`config.mk`:
```
export PLATFORM = sky130hd
export DESIGN_NAME = ingress_rr_arbiter
export DESIGN_NICKNAME = d
export VERILOG_FILES = /design/src/rtl/ingress_arb_pkg.sv /design/src/rtl/rr_search.sv /design/src/rtl/rr_pointer.sv /design/src/rtl/arb_ctrl.sv /design/src/rtl/ingress_rr_arbiter.sv
export SDC_FILE = /design/constraint.sdc
export NUM_CORES = 1
export LEC_CHECK = 0
export BUFFER_PORTS_ARGS = -buffer_cell sky130_fd_sc_hd__buf_4
export CORE_MARGIN = 3
export CORE_UTILIZATION = 40
export CTS_CLUSTER_DIAMETER = 100
export DETAILED_ROUTE_END_ITERATION = 8
export SYNTH_ARGS = -nofsm -noshare
export SYNTH_HDL_FRONTEND = slang
export SYNTH_SLANG_ARGS = --single-unit
```
`constraint.sdc`:
```
create_clock -name clk -period 10.5 [get_ports clk]
set_input_delay 0 -clock clk [delete_from_list [all_inputs] [get_ports clk]]
set_output_delay 0 -clock clk [all_outputs]
set_load 0.05 [all_outputs]
```
`src/rtl/ingress_arb_pkg.sv`:
```
// Package: shared types and helpers for the ingress round-robin arbiter.
// Assumes: port counts of at least two.
package ingress_arb_pkg;

    // Control state of the grant machine.
    typedef enum logic [0:0] {
        ARB_IDLE = 1'b0,
        ARB_BUSY = 1'b1
    } arb_state_e;

    // Width of a port index for a given port count.
    function automatic int port_idx_width(input int n);
        return (n < 2) ? 1 : $clog2(n);
    endfunction

endpackage

```
`src/rtl/rr_search.sv`:
```
// Module: rr_search
// Finds the first requesting port in circular order, starting at start_idx.
// Purely combinational. Assumes start_idx < NUM_PORTS.
module rr_search #(
    parameter int NUM_PORTS = 15,
    parameter int IDX_W     = 4
) (
    input  logic [NUM_PORTS-1:0] req,
    input  logic [IDX_W-1:0]     start_idx,
    output logic                 found,
    output logic [IDX_W-1:0]     pick_idx
);

    // Scan offsets from the far end down, so the nearest requester wins.
    always_comb begin
        found    = 1'b0;
        pick_idx = '0;
        for (int k = NUM_PORTS - 1; k >= 0; k--) begin
            int p;
            p = int'(start_idx) + k;
            if (p >= NUM_PORTS) begin
                p = p - NUM_PORTS;
            end
            if (req[p]) begin
                found    = 1'b1;
                pick_idx = IDX_W'(p);
            end
        end
    end

endmodule

```
`src/rtl/rr_pointer.sv`:
```
// Module: rr_pointer
// Holds the round-robin start index. On advance it moves to the port after
// last_idx, wrapping explicitly at NUM_PORTS (not at a power of two).
// Assumes last_idx < NUM_PORTS whenever advance is high.
module rr_pointer #(
    parameter int NUM_PORTS = 15,
    parameter int IDX_W     = 4
) (
    input  logic             clk,
    input  logic             rst_n,
    input  logic             advance,
    input  logic [IDX_W-1:0] last_idx,
    output logic [IDX_W-1:0] start_idx
);

    localparam logic [IDX_W-1:0] LAST_PORT = IDX_W'(NUM_PORTS - 1);

    // Register the start index; wrap past the final port back to zero.
    always_ff @(posedge clk) begin
        if (!rst_n) begin
            start_idx <= '0;
        end else if (advance) begin
            start_idx <= (last_idx == LAST_PORT) ? '0 : last_idx + 1'b1;
        end
    end

    // The start index never leaves the legal port range (wrap rule).
    assert_ptr_in_range_R4: assert property (@(posedge clk) disable iff (!rst_n)
        start_idx < IDX_W'(NUM_PORTS));

    // After serving the final port, the search restarts at port 0.
    assert_ptr_wraps_R4: assert property (@(posedge clk) disable iff (!rst_n)
        (advance && last_idx == LAST_PORT) |=> (start_idx == '0));

endmodule

```
`src/rtl/arb_ctrl.sv`:
```
// Module: arb_ctrl
// Registers the search result (pipeline stage), issues a grant from it while
// idle, holds the grant in the busy state until frame_done, then asks the
// pointer to advance. Assumes frame_done is a one-cycle pulse and that
// requests of ungranted ports stay steady while idle.
module arb_ctrl
    import ingress_arb_pkg::*;
#(
    parameter int NUM_PORTS = 15,
    parameter int IDX_W     = 4
) (
    input  logic             clk,
    input  logic             rst_n,
    input  logic             found,
    input  logic [IDX_W-1:0] pick_idx,
    input  logic             frame_done,
    output logic             advance,
    output logic [IDX_W-1:0] last_idx,
    output logic             grant_valid,
    output logic [IDX_W-1:0] grant_idx
);

    arb_state_e       state_q;
    logic             pick_vld_q;
    logic [IDX_W-1:0] pick_idx_q;

    // Pipeline stage: capture the scan only while idle, clear it while busy.
    always_ff @(posedge clk) begin
        if (!rst_n) begin
            pick_vld_q <= 1'b0;
            pick_idx_q <= '0;
        end else if (state_q == ARB_IDLE) begin
            pick_vld_q <= found;
            pick_idx_q <= pick_idx;
        end else begin
            pick_vld_q <= 1'b0;
        end
    end

    // Grant state machine: idle -> busy on a registered pick, busy -> idle on done.
    always_ff @(posedge clk) begin
        if (!rst_n) begin
            state_q   <= ARB_IDLE;
            grant_idx <= '0;
        end else begin
            case (state_q)
                ARB_IDLE: begin
                    if (pick_vld_q) begin
                        state_q   <= ARB_BUSY;
                        grant_idx <= pick_idx_q;
                    end
                end
                ARB_BUSY: begin
                    if (frame_done) begin
                        state_q <= ARB_IDLE;
                    end
                end
                default: state_q <= ARB_IDLE;
            endcase
        end
    end

    // Outputs toward the pointer and the shared bus select.
    always_comb begin
        grant_valid = (state_q == ARB_BUSY);
        advance     = grant_valid && frame_done;
        last_idx    = grant_idx;
    end

    // A held grant keeps its index until done arrives.
    assert_grant_held_R5: assert property (@(posedge clk) disable iff (!rst_n)
        (grant_valid && !frame_done) |=> (grant_valid && $stable(grant_idx)));

    // Done while granted withdraws the grant at once.
    assert_grant_release_R5: assert property (@(posedge clk) disable iff (!rst_n)
        (grant_valid && frame_done) |=> !grant_valid);

    // Done while idle cannot start a grant by itself.
    assert_idle_done_ignored_R6: assert property (@(posedge clk) disable iff (!rst_n)
        (!grant_valid && !pick_vld_q) |=> !grant_valid);

    // The granted index stays below the port count.
    assert_idx_in_range_R4: assert property (@(posedge clk) disable iff (!rst_n)
        grant_valid |-> (grant_idx < IDX_W'(NUM_PORTS)));

endmodule

```
`src/rtl/ingress_rr_arbiter.sv`:
```
// Module: ingress_rr_arbiter (top)
// Round-robin arbiter choosing which ingress FIFO is popped onto the shared
// bus. Search -> registered pick -> busy/done grant -> pointer advance.
// Assumes frame_rdy of ungranted ports is steady while idle and that
// frame_done is a single-cycle pulse.
module ingress_rr_arbiter
    import ingress_arb_pkg::*;
#(
    parameter int NUM_PORTS = 15,
    localparam int IDX_W    = port_idx_width(NUM_PORTS)
) (
    input  logic                 clk,
    input  logic                 rst_n,
    input  logic [NUM_PORTS-1:0] frame_rdy,
    input  logic                 frame_done,
    output logic                 grant_valid,
    output logic [IDX_W-1:0]     grant_idx,
    output logic [NUM_PORTS-1:0] grant_onehot
);

    logic             srch_found;
    logic [IDX_W-1:0] srch_idx;
    logic [IDX_W-1:0] start_idx;
    logic             ptr_advance;
    logic [IDX_W-1:0] ptr_last;

    rr_search #(.NUM_PORTS(NUM_PORTS), .IDX_W(IDX_W)) u_search (
        .req       (frame_rdy),
        .start_idx (start_idx),
        .found     (srch_found),
        .pick_idx  (srch_idx)
    );

    arb_ctrl #(.NUM_PORTS(NUM_PORTS), .IDX_W(IDX_W)) u_ctrl (
        .clk         (clk),
        .rst_n       (rst_n),
        .found       (srch_found),
        .pick_idx    (srch_idx),
        .frame_done  (frame_done),
        .advance     (ptr_advance),
        .last_idx    (ptr_last),
        .grant_valid (grant_valid),
        .grant_idx   (grant_idx)
    );

    rr_pointer #(.NUM_PORTS(NUM_PORTS), .IDX_W(IDX_W)) u_ptr (
        .clk       (clk),
        .rst_n     (rst_n),
        .advance   (ptr_advance),
        .last_idx  (ptr_last),
        .start_idx (start_idx)
    );

    // Decode the granted index into one select line per port.
    for (genvar i = 0; i < NUM_PORTS; i++) begin : g_onehot
        assign grant_onehot[i] = grant_valid && (grant_idx == IDX_W'(i));
    end

    // At most one select line; exactly one while a grant is active.
    assert_onehot0_R2: assert property (@(posedge clk) disable iff (!rst_n)
        $onehot0(grant_onehot));
    assert_onehot_when_valid_R2: assert property (@(posedge clk) disable iff (!rst_n)
        grant_valid |-> ($countones(grant_onehot) == 1));

    // A fresh grant targets a port that was requesting on the previous cycle.
    assert_grant_to_requester_R3: assert property (@(posedge clk) disable iff (!rst_n)
        $rose(grant_valid) |-> (($past(frame_rdy) >> grant_idx) & 1) != 0);

    // Two idle cycles with nothing requested leave no grant behind.
    assert_no_req_no_grant_R7: assert property (@(posedge clk) disable iff (!rst_n)
        (!grant_valid && frame_rdy == '0) |=> (!grant_valid && frame_rdy == '0) |=> !grant_valid);

endmodule

```
Word-level counts from Yosys, hierarchy flattened
Index checks and enable logic that the tools add are counted.
- add/sub/neg operators: 30
- $lt $le $gt $ge: 30
- equality and inequality tests: 14
- mux-type cells: 94
- bitwise gates (word level): 2
- reductions and logical operators: 19
- operator list (cell ; count):
    $lt A32 B6 Y1 const B ; 15
    $mux W32 ; 15
    $ge A32 B5 Y1 const B ; 14
    $sub A32 B5 Y32 const B ; 14
    $mux W4 ; 16
    $bmux W1 S4 ; 15
    $mux W1 ; 47
    $add A4 B4 Y5 const B ; 7
    $eq A4 B4 Y1 const B ; 7
    $add A4 B3 Y5 const B ; 4
    $eq A4 B3 Y1 const B ; 4
    $logic_and A1 B1 Y1 ; 16
    $add A4 B2 Y5 const B ; 2
    $eq A4 B2 Y1 const B ; 2
    $add A4 B1 Y5 const B ; 1
    $sub A4 B4 Y5 const B ; 1
    $add A4 B1 Y4 const B ; 1
    $eq A4 B1 Y1 const B ; 1
    $ge A4 B4 Y1 const B ; 1
    $logic_not A4 Y1 ; 1
    $not A1 Y1 ; 2
    $pmux W1 S2 ; 1
    $reduce_and A2 Y1 ; 1
    $reduce_or A2 Y1 ; 1
- register bits: 14
- input bits: 18
- output and inout port bits: 20
- word-level logic and storage cells: 194

Longest topological paths before layout
- depth in word-level cells: 21
- mapped depth: 19

Hierarchy
From an unflattened synthesis, not the netlist that was laid out.
- cell total of the unflattened synthesis: 978
- area total of the unflattened synthesis: 6767.7 um^2
- modules (own cells, without submodules) (module ; instances ; cells each ; area each (um^2) ; sequential area each (um^2)):
    rr_search ; 1 ; 891 ; 6035.8 ; 0.0
    arb_ctrl ; 1 ; 43 ; 432.9 ; 200.2
    rr_pointer ; 1 ; 22 ; 187.7 ; 80.1
    ingress_rr_arbiter ; 1 ; 22 ; 111.4 ; 0.0

Worst setup path after synthesis
Ideal clock, no wire load.
- kind: register to register
- start: register u_ptr.start_idx[0]
- end: register u_ctrl.pick_idx_q[2]
- setup time: 73 ps
- arrival time: 4058 ps
- data required time: 10427 ps
- path slack: 6369 ps
- cell stages (with the launch flop): 17
- buffers on the path: 4
- clock period less this slack: 4131 ps
- path through: dfxtp_1 buf_4 buf_6 clkinv_1 clkbuf_1 clkbuf_1 ha_1 nor2b_1 o21a_1 nor2_8 xnor2_2 mux4_2 mux2_4 o21ai_4 o311ai_1 a2111o_1 o211ai_2
- word-level cells in the longest chain between the ends: 21
- ends and longest elaborated chain (item ; line ; text):
    start, declared ; rr_pointer.sv:13 ; output logic [IDX_W-1:0] start_idx
    start signal, assigned ; rr_pointer.sv:23 ; start_idx <= (last_idx == LAST_PORT) ? '0 : last_idx + 1'b1;
    $add A4 B4 Y5 ; rr_search.sv:20 ; p = int'(start_idx) + k;
    $sub A32 B5 Y32 or $ge A32 B5 Y1 (tied branches) ; rr_search.sv:22, rr_search.sv:21 ;
    $mux W32 ; rr_search.sv:21 ; if (p >= NUM_PORTS) begin
    $bmux W1 S4 ; rr_search.sv:24 ; if (req[p]) begin
    $mux W1 (implied by the code) (2 in series) ; rr_search.sv:24 ;
    $mux W4 (14 in series) ; rr_search.sv:24 ;
    $mux W4 (*) ; rr_search.sv:24 ;
    end signal, assigned ; arb_ctrl.sv:34 ; pick_idx_q <= pick_idx;
    end, declared ; arb_ctrl.sv:25 ; logic [IDX_W-1:0] pick_idx_q;
Mark *: on every way between the ends. The rest lies on a longest branch, timed or not. The select of a mux whose other input is x is not followed.
A chain may end at the register's enable or synchronous reset.

Worst setup path in the final report
- start: register u_ptr.start_idx[0]
- end: register u_ctrl.pick_vld_q
- word-level cells in the longest chain between the ends: 21
- ends and longest elaborated chain (item ; line ; text):
    $add A4 B4 Y5 ; rr_search.sv:20 ;
    $sub A32 B5 Y32 or $ge A32 B5 Y1 (tied branches) ; rr_search.sv:22, rr_search.sv:21 ;
    $mux W32 ; rr_search.sv:21 ;
    $bmux W1 S4 ; rr_search.sv:24 ;
    $mux W1 (implied by the code) (2 in series) ; rr_search.sv:24 ;
    $mux W1 (14 in series) ; rr_search.sv:24 ;
    $mux W1 (*) ; rr_search.sv:24 ;
    end signal, assigned ; arb_ctrl.sv:33 ; pick_vld_q <= found;
    end, declared ; arb_ctrl.sv:24 ; logic pick_vld_q;
Marks and branches as above.

==> impl_results.md <==
- Total wirelength of the detailed-routed design: 28700 microns
- Cell chosen for the clock root: sky130_fd_sc_hd__clkbuf_16
- Iteration-0 DRC count of the detailed router: 1060
- Setup repair after global routing missed its margin: false
- Count of hold-fix buffers inserted at cts: 0
- Synthesized Nets: 1030
- Core Rows: 47
- Share of Yosys cell area claimed by the top area cell type: 0.0711
- Total grt overflow: 0
- Worst-skew pair later-pin latency: 0.25 ns
- Max capacitance violation total: 0
- Period minus WS final: 5.73 ns
- Wire length of the first global-routing pass: roughly 44000 microns
- Post-CTS setup buffers: 0
- CP max-delay cell: sky130_fd_sc_hd__dfxtp_4
- WL/cell: 24.4 microns
- Post-synth top area cell: sky130_fd_sc_hd__mux2i_1
- TNS Setup: 0 ns
- Average cell area after synthesis: 6.92 sq um
- DRC viols: 0
- Delay of the slowest cell on the worst path: 0.73 ns
- Area of the die: ~19000 sq um
- Worst Setup Start Kind: flop
- Critical path, cell by cell: clkinv_1 -> buf_4 -> ha_2 -> buf_4 -> nand2b_1 -> o31ai_1 -> a22oi_1 -> o21ai_0 -> a221oi_1 -> a22o_1 -> a211o_1 -> or2_1 -> or3_1 -> o31a_1
- Sum of net half-perimeters after detailed placement: 19200 microns
- Share of synthesized registers carrying an async set or reset: 0
- Element type at the critical path end: flop
- Ports placed on the boundary: 38
- Arr. time, crit path: 5.86 ns
- Power density over the cells: 88.4 nW/um^2
- Count of different cell masters after synthesis: 96
- Maximum VDD drop: roughly 46 uV
- Antenna violations before repair: 0
- Number of buffers on the longest clock path: 2
- Post-cts gate resize count: 0
- Top cell types by occurrence after synthesis: 86 x sky130_fd_sc_hd__nand2_1, 79 x sky130_fd_sc_hd__a21oi_1, 76 x sky130_fd_sc_hd__nor2_1, 61 x sky130_fd_sc_hd__o21ai_0, 58 x sky130_fd_sc_hd__clkbuf_1
- Total Nets Final: 987
- Summed instance area of the synthesized netlist: between 6000 and 7000 sq um
- TritonRoute pass-1 iters: 5
- Routability-driven placement congestion ratio: 1.02
- Reported leakage power: 2.52 nW
- Required time reported for the critical path endpoint: 10.63 ns
- Worst Setup Path Type: flop to flop
- Chip width: 137 microns
- Ratio of cells with drive above 1 in the final layout: 0.122
- Number of clock sinks: 14
- Number of max-slew violations in the final report: 0
- Gate Count Post-Synth: 997
- Worst path most repeated cell: sky130_fd_sc_hd__buf_4
- Path class of the lowest-slack min-delay path: input pin to flop
- Detailed-route vias per instance: between 7 and 8
- Total Routing Usage GR: 0.294
- Biggest area contributors in the synthesized netlist: sky130_fd_sc_hd__mux2i_1 7.1%, sky130_fd_sc_hd__a21oi_1 5.7%, sky130_fd_sc_hd__mux4_2 5.2%
- Die height: roughly 140 microns
- Synthesis Warnings: 0
- Result of the run: finished clean
- Synth Register Bits: 14
- Achievable frequency: 0.174 GHz
- Most used DFF post-synth: sky130_fd_sc_hd__dfxtp_1
- Via count of the first global-routing pass: 7521
- Most frequent cell after synthesis: sky130_fd_sc_hd__nand2_1
- Number of hold-slack violations in the final timing report: 0
- Critical path fanouts, max: 52
- H-tree depth: 1
- Number of nets with antenna violations after detailed routing: 0
- Register area share after synthesis: 0.0406
- Effective utilization at floorplan: 0.412
- Remaining max-slew budget at the tightest pin: 0.218
- Worst clock skew on the final layout: 0.00623 ns
- Utilization of the core after routing: 0.430
- Clock tree from TritonCTS: built
- Inserted Clock Buffers: 3
- Number of vias after detailed routing: 8389
- Pin count of the biggest net entering global routing: 70
- Core Box Area: 16800 sq um
- Clock edge transition at the registers on the reported setup and hold paths: 0.05 ns
- Total inserted antenna cells: 0
- I/O Buffers: 37
- Tcrit/Tclk final: 0.546
- Synthesis-to-layout area growth: 4.30%
- Number of synthesized flops with an enable pin: 0
- Final-report setup violation count: 0
- Transition time of the tightest slew-check pin: 1.16 ns
[layer usage]
metal | vias up | GRT usage | part of all wire
li1 | 3740 | - | -
met3 | 124 | 0.0435 | 0.11
met2 | 560 | 0.428 | 0.42
met1 | 3965 | 0.421 | 0.42
met4 | 0 | 0.140 | 0.048
met5 | - | 0 | 0
[critical path, delay by kind of cell, from the launching register on]
family | cells | cell delay [ns]
adder cells (fa/ha/maj) | 1 | 0.67
buffers and inverters | 3 | 1.67
AO/OA/AOI/OAI | 7 | 1.52
flip-flops | 1 | 0.73
AND/OR/NAND/NOR | 3 | 0.96
[worst paths after layout]
check,end,cells past startpoint,start,slack [ns]
max,u_ctrl.pick_vld_q,14,u_ptr.start_idx[0],4.77
min,u_ptr.start_idx[2],2,rst_n,0.08
max reg2reg,u_ctrl.pick_vld_q,14,u_ptr.start_idx[0],4.77
min reg2reg,u_ctrl.grant_idx[3],2,u_ctrl.pick_idx_q[3],0.45
[power by group]
| part | internal (mW) | switching [mW] | total [mW] |
|---|---|---|---|
| logic | 0.178 | 0.307 | 0.484 |
| clock network | 0.0578 | 0.0237 | 0.0815 |
| registers | 0.0584 | 0.0123 | 0.0707 |
| total | 0.294 | 0.343 | 0.637 |
[kinds of logic after synthesis]
| kind of cell | after synthesis | synth area share |
|---|---|---|
| AOI/OAI and AO/OA | 395 | 0.405 |
| xor gates and xnor gates | 37 | 0.0540 |
| adders and majority gates | 15 | 0.0272 |
| buffers and inverters | 114 | 0.0729 |
| and+or+nand+nor | 342 | 0.252 |
| muxes | 80 | 0.148 |
| DFF | 14 | 0.0406 |
[registers in the layout, summed over array words and instances (netlist names)]
| name | cells |
|---|---|
| u_ctrl.grant_idx | 4 |
| u_ctrl.grant_valid | 1 |
| u_ctrl.pick_idx_q | 4 |
| u_ctrl.pick_vld_q | 1 |
| u_ptr.start_idx | 4 |
[cell type report]
| class | instances | area (sq um) |
|---|---|---|
| timing repair buffer | 48 | 360 |
| multi-input combinational | 869 | 6120 |
| sequential | 14 | 285 |
| tap | 220 | 275 |
| inverter | 18 | 67.6 |
| clock buffer | 4 | 88.8 |
| fill | 1761 | 9560 |
[through the flow]
stage | std cells | power, mW | hold WS (ns) | setup WS [ns] | area, sq um
2_1_floorplan | 997 | 0.422 | 0.225 | 6.37 | 6900
3_3_place_gp | 1169 | 0.538 | 0.333 | 5.07 | 7110
3_5_place_dp | 1169 | 0.536 | 0.325 | 4.96 | 7110
4_1_cts | 1173 | 0.621 | 0.0707 | 4.95 | 7200
5_1_grt | 1173 | 0.675 | 0.0878 | 4.51 | 7200
6_report | 1173 | 0.637 | 0.0796 | 4.77 | 7200
[cell usage in the layout, fill, tap and decap left out, drive strengths merged, types with 9 or more instances in the layout]
cell	n
mux2	15
and2	16
nor3	24
nor2b	23
mux4	16
mux2i	49
buf	48
nor2	78
nand2	86
xnor2	30
o211ai	23
a311oi	9
o31ai	14
a21o	13
a21oi	80
a211oi	23
a21boi	12
o21ai	67
nand3	21
nand4	15
dfxtp	14
a22oi	13
o22ai	15
nand2b	34
ha	15
inv	17
a31oi	16
(Power assumes the default switching activity.)
